==> config.mk <==
export PLATFORM = sky130hd
export DESIGN_NAME = maskgpio
export DESIGN_NICKNAME = d
export VERILOG_FILES = /design/src/rtl/mgp_pkg.sv /design/src/rtl/mgp_sync.sv /design/src/rtl/mgp_detect.sv /design/src/rtl/maskgpio.sv
export SDC_FILE = /design/constraint.sdc
export NUM_CORES = 1
export LEC_CHECK = 0
export BUFFER_PORTS_ARGS = -buffer_cell sky130_fd_sc_hd__buf_2
export CAP_MARGIN = 15
export CORE_MARGIN = 2
export CORE_UTILIZATION = 40
export DETAILED_ROUTE_END_ITERATION = 8
export PLACE_DENSITY_LB_ADDON = 0.25
export SETUP_SLACK_MARGIN = 0.15
export SYNTH_ARGS = -nofsm -noshare
export SYNTH_HDL_FRONTEND = slang
export SYNTH_SLANG_ARGS = --single-unit
==> constraint.sdc <==
create_clock -name clk -period 1.6 [get_ports clk]
set_input_delay 0.16 -clock clk [delete_from_list [all_inputs] [get_ports clk]]
set_output_delay 0.16 -clock clk [all_outputs]
set_load 0.05 [all_outputs]
==> src/rtl/mgp_pkg.sv <==
package mgp_pkg;
  localparam int GP_W  = 8;
  localparam int GP_AW = 12;

  typedef logic [GP_W-1:0] gp_vec_t;

  localparam logic [GP_AW-1:0] OFF_DIR   = 12'h400;
  localparam logic [GP_AW-1:0] OFF_SENSE = 12'h404;
  localparam logic [GP_AW-1:0] OFF_BOTH  = 12'h408;
  localparam logic [GP_AW-1:0] OFF_POL   = 12'h40C;
  localparam logic [GP_AW-1:0] OFF_IE    = 12'h410;
  localparam logic [GP_AW-1:0] OFF_RAW   = 12'h414;
  localparam logic [GP_AW-1:0] OFF_MIS   = 12'h418;
  localparam logic [GP_AW-1:0] OFF_CLR   = 12'h41C;
  localparam logic [GP_AW-5:0] ID_PAGE   = 8'hFE;
  localparam logic [31:0]      GP_IDENT  = 32'h0004_1061;

  function automatic gp_vec_t window_read(gp_vec_t mask, gp_vec_t value);
    return mask & value;
  endfunction

  function automatic gp_vec_t window_merge(gp_vec_t old, gp_vec_t wdata,
                                           gp_vec_t mask, gp_vec_t dir);
    gp_vec_t upd;
    upd = mask & dir;
    return (old & ~upd) | (wdata & upd);
  endfunction

  function automatic gp_vec_t edge_event(gp_vec_t cur, gp_vec_t prev,
                                         gp_vec_t both, gp_vec_t pol);
    gp_vec_t rise, fall;
    rise = cur & ~prev;
    fall = ~cur & prev;
    return (both & (rise | fall)) | (~both & ((pol & rise) | (~pol & fall)));
  endfunction

  function automatic gp_vec_t level_event(gp_vec_t cur, gp_vec_t pol);
    return ~(cur ^ pol);
  endfunction

  function automatic logic [7:0] id_byte(logic [1:0] idx);
    return 8'(GP_IDENT >> (8 * idx));
  endfunction
endpackage

==> src/rtl/mgp_sync.sv <==
module mgp_sync #(
  parameter int W = 8
) (
  input  logic         clk,
  input  logic         rst_n,
  input  logic [W-1:0] d,
  output logic [W-1:0] q
);
  logic [W-1:0] meta_q;

  always_ff @(posedge clk or negedge rst_n) begin
    if (!rst_n) begin
      meta_q <= '0;
      q      <= '0;
    end else begin
      meta_q <= d;
      q      <= meta_q;
    end
  end
endmodule

==> src/rtl/mgp_detect.sv <==
module mgp_detect
  import mgp_pkg::*;
#(
  parameter int W = GP_W
) (
  input  logic         clk,
  input  logic         rst_n,
  input  gp_vec_t      cur,
  input  gp_vec_t      sense,
  input  gp_vec_t      both,
  input  gp_vec_t      pol,
  input  gp_vec_t      clr,
  output gp_vec_t      raw,
  output gp_vec_t      edge_evt,
  output gp_vec_t      latch_q
);
  gp_vec_t prev_q;

  always_ff @(posedge clk or negedge rst_n) begin
    if (!rst_n) prev_q <= '0;
    else        prev_q <= cur;
  end

  assign edge_evt = edge_event(cur, prev_q, both, pol);

  for (genvar i = 0; i < W; i++) begin : g_line
    // a new event outranks a clear in the same cycle
    always_ff @(posedge clk or negedge rst_n) begin
      if (!rst_n) latch_q[i] <= 1'b0;
      else        latch_q[i] <= edge_evt[i] | (latch_q[i] & ~clr[i]);
    end
  end

  assign raw = (sense & level_event(cur, pol)) | (~sense & latch_q);
endmodule

==> src/rtl/maskgpio.sv <==
module maskgpio
  import mgp_pkg::*;
#(
  parameter int ADDR_W = GP_AW
) (
  input  logic              clk,
  input  logic              rst_n,
  input  logic              bus_sel,
  input  logic              bus_wr,
  input  logic [ADDR_W-1:0] bus_addr,
  input  logic [7:0]        bus_wdata,
  output logic [7:0]        bus_rdata,
  input  logic [7:0]        pad_in,
  output logic [7:0]        pad_out,
  output logic [7:0]        pad_oe,
  output logic              irq_out
);
  localparam int MASK_LO = 2;
  localparam int MASK_HI = MASK_LO + GP_W - 1;

  gp_vec_t dir_q, sense_q, both_q, pol_q, ie_q, out_q;
  gp_vec_t pin_s, raw, mis, edge_evt, latch_q, clr_vec, win_mask, line_val;
  logic    aligned, in_window, in_id, wr_stb;

  mgp_sync #(.W(GP_W)) sync_i (
    .clk(clk), .rst_n(rst_n), .d(pad_in), .q(pin_s)
  );

  mgp_detect #(.W(GP_W)) det_i (
    .clk(clk), .rst_n(rst_n), .cur(pin_s), .sense(sense_q), .both(both_q),
    .pol(pol_q), .clr(clr_vec), .raw(raw), .edge_evt(edge_evt), .latch_q(latch_q)
  );

  assign aligned   = (bus_addr[1:0] == 2'b00);
  assign in_window = aligned && (bus_addr[ADDR_W-1:MASK_HI+1] == '0);
  assign in_id     = aligned && (bus_addr[ADDR_W-1:4] == ID_PAGE);
  assign win_mask  = bus_addr[MASK_HI:MASK_LO];
  assign wr_stb    = bus_sel && bus_wr;
  assign clr_vec   = (wr_stb && bus_addr == OFF_CLR) ? bus_wdata : '0;
  assign line_val  = (dir_q & out_q) | (~dir_q & pin_s);
  assign mis       = raw & ie_q;

  always_ff @(posedge clk or negedge rst_n) begin
    if (!rst_n) begin
      dir_q   <= '0;
      sense_q <= '0;
      both_q  <= '0;
      pol_q   <= '0;
      ie_q    <= '0;
      out_q   <= '0;
    end else if (wr_stb) begin
      if (in_window)             out_q   <= window_merge(out_q, bus_wdata, win_mask, dir_q);
      if (bus_addr == OFF_DIR)   dir_q   <= bus_wdata;
      if (bus_addr == OFF_SENSE) sense_q <= bus_wdata;
      if (bus_addr == OFF_BOTH)  both_q  <= bus_wdata;
      if (bus_addr == OFF_POL)   pol_q   <= bus_wdata;
      if (bus_addr == OFF_IE)    ie_q    <= bus_wdata;
    end
  end

  always_comb begin
    bus_rdata = '0;
    if (in_window)                  bus_rdata = window_read(win_mask, line_val);
    else if (in_id)                 bus_rdata = id_byte(bus_addr[3:2]);
    else if (bus_addr == OFF_DIR)   bus_rdata = dir_q;
    else if (bus_addr == OFF_SENSE) bus_rdata = sense_q;
    else if (bus_addr == OFF_BOTH)  bus_rdata = both_q;
    else if (bus_addr == OFF_POL)   bus_rdata = pol_q;
    else if (bus_addr == OFF_IE)    bus_rdata = ie_q;
    else if (bus_addr == OFF_RAW)   bus_rdata = raw;
    else if (bus_addr == OFF_MIS)   bus_rdata = mis;
  end

  assign pad_out = out_q;
  assign pad_oe  = dir_q;
  assign irq_out = |mis;
endmodule

Word level (Yosys, flattened, before mapping):

Cells that the tools add are included.

* output and inout bits: 25
* word-level logic and storage cells: 104
* bits of input ports: 32
* register bits: 80

* bitwise operators: 54
* shifts and indexed selects: 1
* reduce and logical (&&, ||, !) cells: 13
* equality and inequality tests: 9
* muxes and demuxes: 10

Operators with widths (number)
* $and A8 B8 Y8: 15
* $eq A12 B11 Y1 const B: 8
* $mux W8: 10
* $not A8 Y8: 8
* $or A8 B8 Y8: 6
* $shr A19 B5 Y8 const A: 1
* $reduce_and A2 Y1: 6
* $and A1 B1 Y1: 8
* $eq A8 B8 Y1 const B: 1
* $not A1 Y1: 8
* $or A1 B1 Y1: 8
* $reduce_or A8 Y1: 1
* $xor A8 B8 Y8: 1
* $logic_and A1 B1 Y1: 4
* $logic_not A2 Y1: 2

Depth between registers and ports, before layout:

* word-level depth: 14
* depth in mapped cells: 7
* gate-level depth less buffers: 6

Hierarchy:

A second synthesis with hierarchy kept.

* cell total of the unflattened synthesis: 371
* area, all modules: 4232.8 um^2

Modules (own cells, without submodules)
* maskgpio: times used 1, seq. area each 1201.2 um^2, area an instance 2751.4 um^2, cells an instance 251
* mgp_detect: times used 1, seq. area each 400.4 um^2, area an instance 1081.0 um^2, cells an instance 104
* mgp_sync: times used 1, seq. area each 400.4 um^2, area an instance 400.4 um^2, cells an instance 16

Worst setup path after synthesis:

Ideal clock, no wire load.

* kind: reg-to-output
* start point: reg dir_q[2], in the netlist pad_oe[2]
* end point: out bus_rdata[2]
* path slack: -0.657 ns
* path buffers: 0
* required time: 1.440 ns
* arrival time: 2.097 ns
* cell stages (with the launch flop): 6
* path through: dfrtp_1 -> mux2_2 -> and3_1 -> a211oi_1 -> and3_1 -> a31oi_1

* cells in the longest elaborated chain, start to end: 5
* elaborated cells between the ends (all ways): 8
* those cells by class: 3 x mux; 5 x bitwise

Ends and longest elaborated chain
* from (decl): RTL line maskgpio.sv:21 `gp_vec_t dir_q, sense_q, both_q, pol_q, ie_q, out_q;`
* from (signal assigned): RTL line maskgpio.sv:53 `if (bus_addr == OFF_DIR) dir_q <= bus_wdata;`
* $not A8 Y8: RTL line maskgpio.sv:40 `assign line_val = (dir_q & out_q) | (~dir_q & pin_s);`
* $and A8 B8 Y8: RTL line maskgpio.sv:40
* $or A8 B8 Y8: RTL line maskgpio.sv:40
* $and A8 B8 Y8: RTL line mgp_pkg.sv:19 `return mask & value;`
* $mux W8 *: RTL line maskgpio.sv:63 `if (in_window) bus_rdata = window_read(win_mask, line_val);`
* to (decl): RTL line maskgpio.sv:12 `output logic [7:0] bus_rdata,`

Every way passes the cells marked *; elsewhere a longest branch is shown, timed or not.

Worst setup path in the final report:

* start point: reg sync_i.q[2]
* end point: out irq_out

* cells in the longest elaborated chain, start to end: 6

Ends and longest elaborated chain
* from (decl): RTL line mgp_sync.sv:7 `output logic [W-1:0] q`
* from (signal assigned): RTL line mgp_sync.sv:17 `q <= meta_q;`
* $xor A8 B8 Y8: RTL line mgp_pkg.sv:38 `return ~(cur ^ pol);`
* $not A8 Y8: RTL line mgp_pkg.sv:38
* $and A8 B8 Y8: RTL line mgp_detect.sv:34 `assign raw = (sense & level_event(cur, pol)) | (~sense & latch_q);`
* $or A8 B8 Y8: RTL line mgp_detect.sv:34
* $and A8 B8 Y8: RTL line maskgpio.sv:41 `assign mis = raw & ie_q;`
* $reduce_or A8 Y1: RTL line maskgpio.sv:76 `assign irq_out = |mis;`
* to (decl): RTL line maskgpio.sv:16 `output logic irq_out`

No other way between the ends.

==> results_dict.tcl <==
set metrics [dict create \
    hold_start "bus_wdata[2]" \
    hold_viol_final 0 \
    dp_cells 632 \
    io_buffers 56 \
    cts_sinks 80 \
    drive_above_1_share_pct 49.4 \
    utilization_pct 59.0 \
    p_total_mw 4.04 \
    r2r_start "sync_i.q[2]" \
    grt_pass1_wl_um 19100 \
    ys_ff_latch 80 \
    root_buffer "clkbuf_8" \
    gr-total-overflow 0 \
    finalSetupTns_ns -3.24 \
    tightest_slew_ns 0.419 \
    drv_slew 0 \
    synth_edf_count 0 \
    start_util_pct 40.6 \
    share_comb_of_total_power_pct 11.7 \
    vias_per_cell 5.16 \
    powerDensity_nw_per_um2 672 \
    rsz0062_at_grt "yes" \
    drt-pass1-iter-count 4 \
    syn_inst 373 \
    synthTopCellsByArea "dfrtp_1 (48%), mux2_2 (13%), ha_1 (4.8%)" \
    insertion_delay_ns 0.36 \
    dr.first_iter.drc_count 183 \
    internal-power_mw 3.03 \
    synth.avg_cell_area_um2 11.1 \
    dpl.hpwl_um 8550 \
    yosysSeqAreaShare_pct 48.4 \
    irDropWorstVdd_uv 383 \
    finalSetupViolCount 9 \
    layoutNonFillerInstCount 664 \
    first_global_vias 3624 \
    grt.total_usage_pct 22.4 \
    io-pin-count 57 \
    die_h_um 106 \
    violations "negative setup slack" \
    yosysWarnings 0 \
    wirelength_um 11800 \
    synth_cell_type_count 42 \
    synth_top_area_share_pct 48.4 \
    coreArea_um2 10200 \
    dieWidth_um 106 \
    area_delta_synth_final_pct 45.4 \
    max_cap_violations 0 \
    min_path_type "in2reg" \
    yosys-top-cells-count "dfrtp_1 (80), mux2_2 (47), inv_1 (26)" \
    yosys.area.top_type "dfrtp_1" \
    wire_per_inst_um 17.7 \
    cp-end-kind "primary output" \
    relSlewSlack_pct 72.1 \
    antenna_found_initial 0 \
    crit_path_start_kind "flip-flop" \
    clock-skew-final_ns 0.00674 \
    whs_ns 0.106 \
    antenna_cells 0 \
    netSwitchingFraction_pct 25.0 \
    crit_fanout 2 \
    rrSetupSlack_ns 0.11 \
    place_congestion 0.889 \
    worst_ep_arrival_time_ns 2.03 \
    p_seq_share_pct 51.4 \
    setup_ws_ns -0.589 \
    num_rows 37 \
    status "finished with violations" \
    clockPowerShare_pct 36.9 \
    clock.fmax_ghz 0.457 \
    fin_nets 572 \
    synth_area_um2 4130 \
    synth_nets 421 \
    clk_pin_slew_ns 0.08 \
    clock_path_buffers 2 \
    numCtsBuffers 9 \
    setup.worst_path.start "sync_i.q[2]" \
    yosysMostFrequentCell "dfrtp_1" \
    cts_tree "done" \
    ant_nets 0 \
    drt_drc_violations_left 0 \
    period_share_pct 137 \
    dieArea_um2 11200 \
    critical_path_class "reg2out" \
    cp.required_ns 1.44 \
    synthArstFlopShare_pct 100 \
    fin_crit_ns 2.19 \
    num_vias 3427 \
    p_leak_nw 2.83 \
    synth_flop_cell "dfrtp_1" \
    h-tree-depth 3 \
    p_sw_mw 1.01 \
    grt_max_degree 31 \
]
## through the flow
| step | worst slack, ns | instance area [um^2] |
|---|---|---|
| 3_3_place_gp | -0.289 | 5360 |
| 2_1_floorplan | -0.493 | 4290 |
| 3_5_place_dp | -0.351 | 5360 |
| 4_1_cts | -0.588 | 5790 |
| 5_1_grt | -0.672 | 6010 |
| 6_report | -0.589 | 6010 |
## power groups by stage
stage	Sequential (mW)	Clock, mW	Combinational [mW]
3_3_place_gp	2.11	0	0.389
4_1_cts	2.07	1.53	0.439
5_1_grt	2.08	1.62	0.515
3_5_place_dp	2.11	0	0.398
6_report	2.07	1.49	0.472
2_1_floorplan	2.11	0	0.149
## metal layers
layer	up-vias	track usage (%)	share of wire, %
met5	-	0	0
met4	0	7.89	1.5
met3	13	4.51	4.7
met2	71	36.0	48
met1	1717	30.1	46
li1	1626	-	-
## worst max-delay path, stage by stage, from the launching register on
cell	delay, ns
dfrtp_1	0.40
xnor2_1	0.13
mux2_4	0.28
a22o_1	0.23
or4_4	0.45
buf_8	0.17
## what timing repair did
action,CTS,global route
cloned,0,0
endpoints found under the setup margin,10,37
hold buffers,9,0
buffers inserted,4,4
pin swaps,24,16
endpoints found under the hold margin,36,0
gates resized for setup,35,53
## final timing paths
kind	to	cells after the start
max in group asynchronous	sync_i.q[7]	3
worst min register to register	sync_i.q[7]	0
worst max register to register	det_i.latch_q[2]	9
worst max-delay path	irq_out	5
min in group asynchronous	pad_oe[3]	2
worst min-delay path	pol_q[2]	3
## placed cells by master, fill, tap and decap left out, types with 2 or more instances in the layout
| cell type | instances |
|---|---|
| dfrtp_1 | 80 |
| buf_4 | 71 |
| buf_2 | 43 |
| mux2_4 | 26 |
| inv_1 | 23 |
| mux2_2 | 23 |
| buf_6 | 20 |
| nand2_1 | 19 |
| nand3_1 | 16 |
| nor2_1 | 16 |
| o21ai_0 | 16 |
| a21oi_1 | 14 |
| ha_1 | 13 |
| a211oi_2 | 10 |
| mux2i_1 | 10 |
| clkbuf_8 | 10 |
| dlygate4sd3_1 | 9 |
| a21oi_2 | 8 |
| a21o_1 | 8 |
| buf_12 | 8 |
| xnor2_1 | 7 |
| nor2b_1 | 6 |
| a211oi_1 | 6 |
| and3_4 | 4 |
| o21ai_4 | 4 |
| inv_2 | 3 |
| mux2i_2 | 3 |
| o211ai_1 | 3 |
| o22ai_1 | 3 |
| nor3_4 | 3 |
| ha_2 | 3 |
| nor4_4 | 2 |
| nand2b_1 | 2 |
| nand4b_1 | 2 |
| nand4_1 | 2 |
| nand4_4 | 2 |
| nor2b_2 | 2 |
| clkbuf_1 | 2 |
## area by class of cell
type / instances / area [um^2]
Clock buffer: 12 / 145
Clock inverter: 3 / 42.5
Fill cell: 866 / 4180
Inverter: 26 / 97.6
Multi-Input combinational cell: 255 / 2310
Sequential cell: 80 / 2000
Tap cell: 136 / 170
Timing Repair Buffer: 152 / 1240
## logic make-up (layout without fill, tap and decap cells)
| logic type | count (synthesis) | in the layout | share of synthesized area [%] |
|---|---|---|---|
| buf+inv | 38 | 193 | 3.78 |
| mux | 62 | 62 | 16.5 |
| fa+ha+maj | 16 | 16 | 4.84 |
| flops | 80 | 80 | 48.4 |
| compound gates | 80 | 80 | 11.9 |
| xor+xnor | 8 | 8 | 1.70 |
| simple gates | 89 | 89 | 12.8 |
## registers in the layout (all words and copies together) (netlist names), named ones only
name and cells:
det_i.prev_q 8, sync_i.meta_q 8, ie_q 8, both_q 8, pad_oe 8, pol_q 8, sync_i.q 8, det_i.latch_q 8
sense_q 8
(Power assumes the default switching activity.)
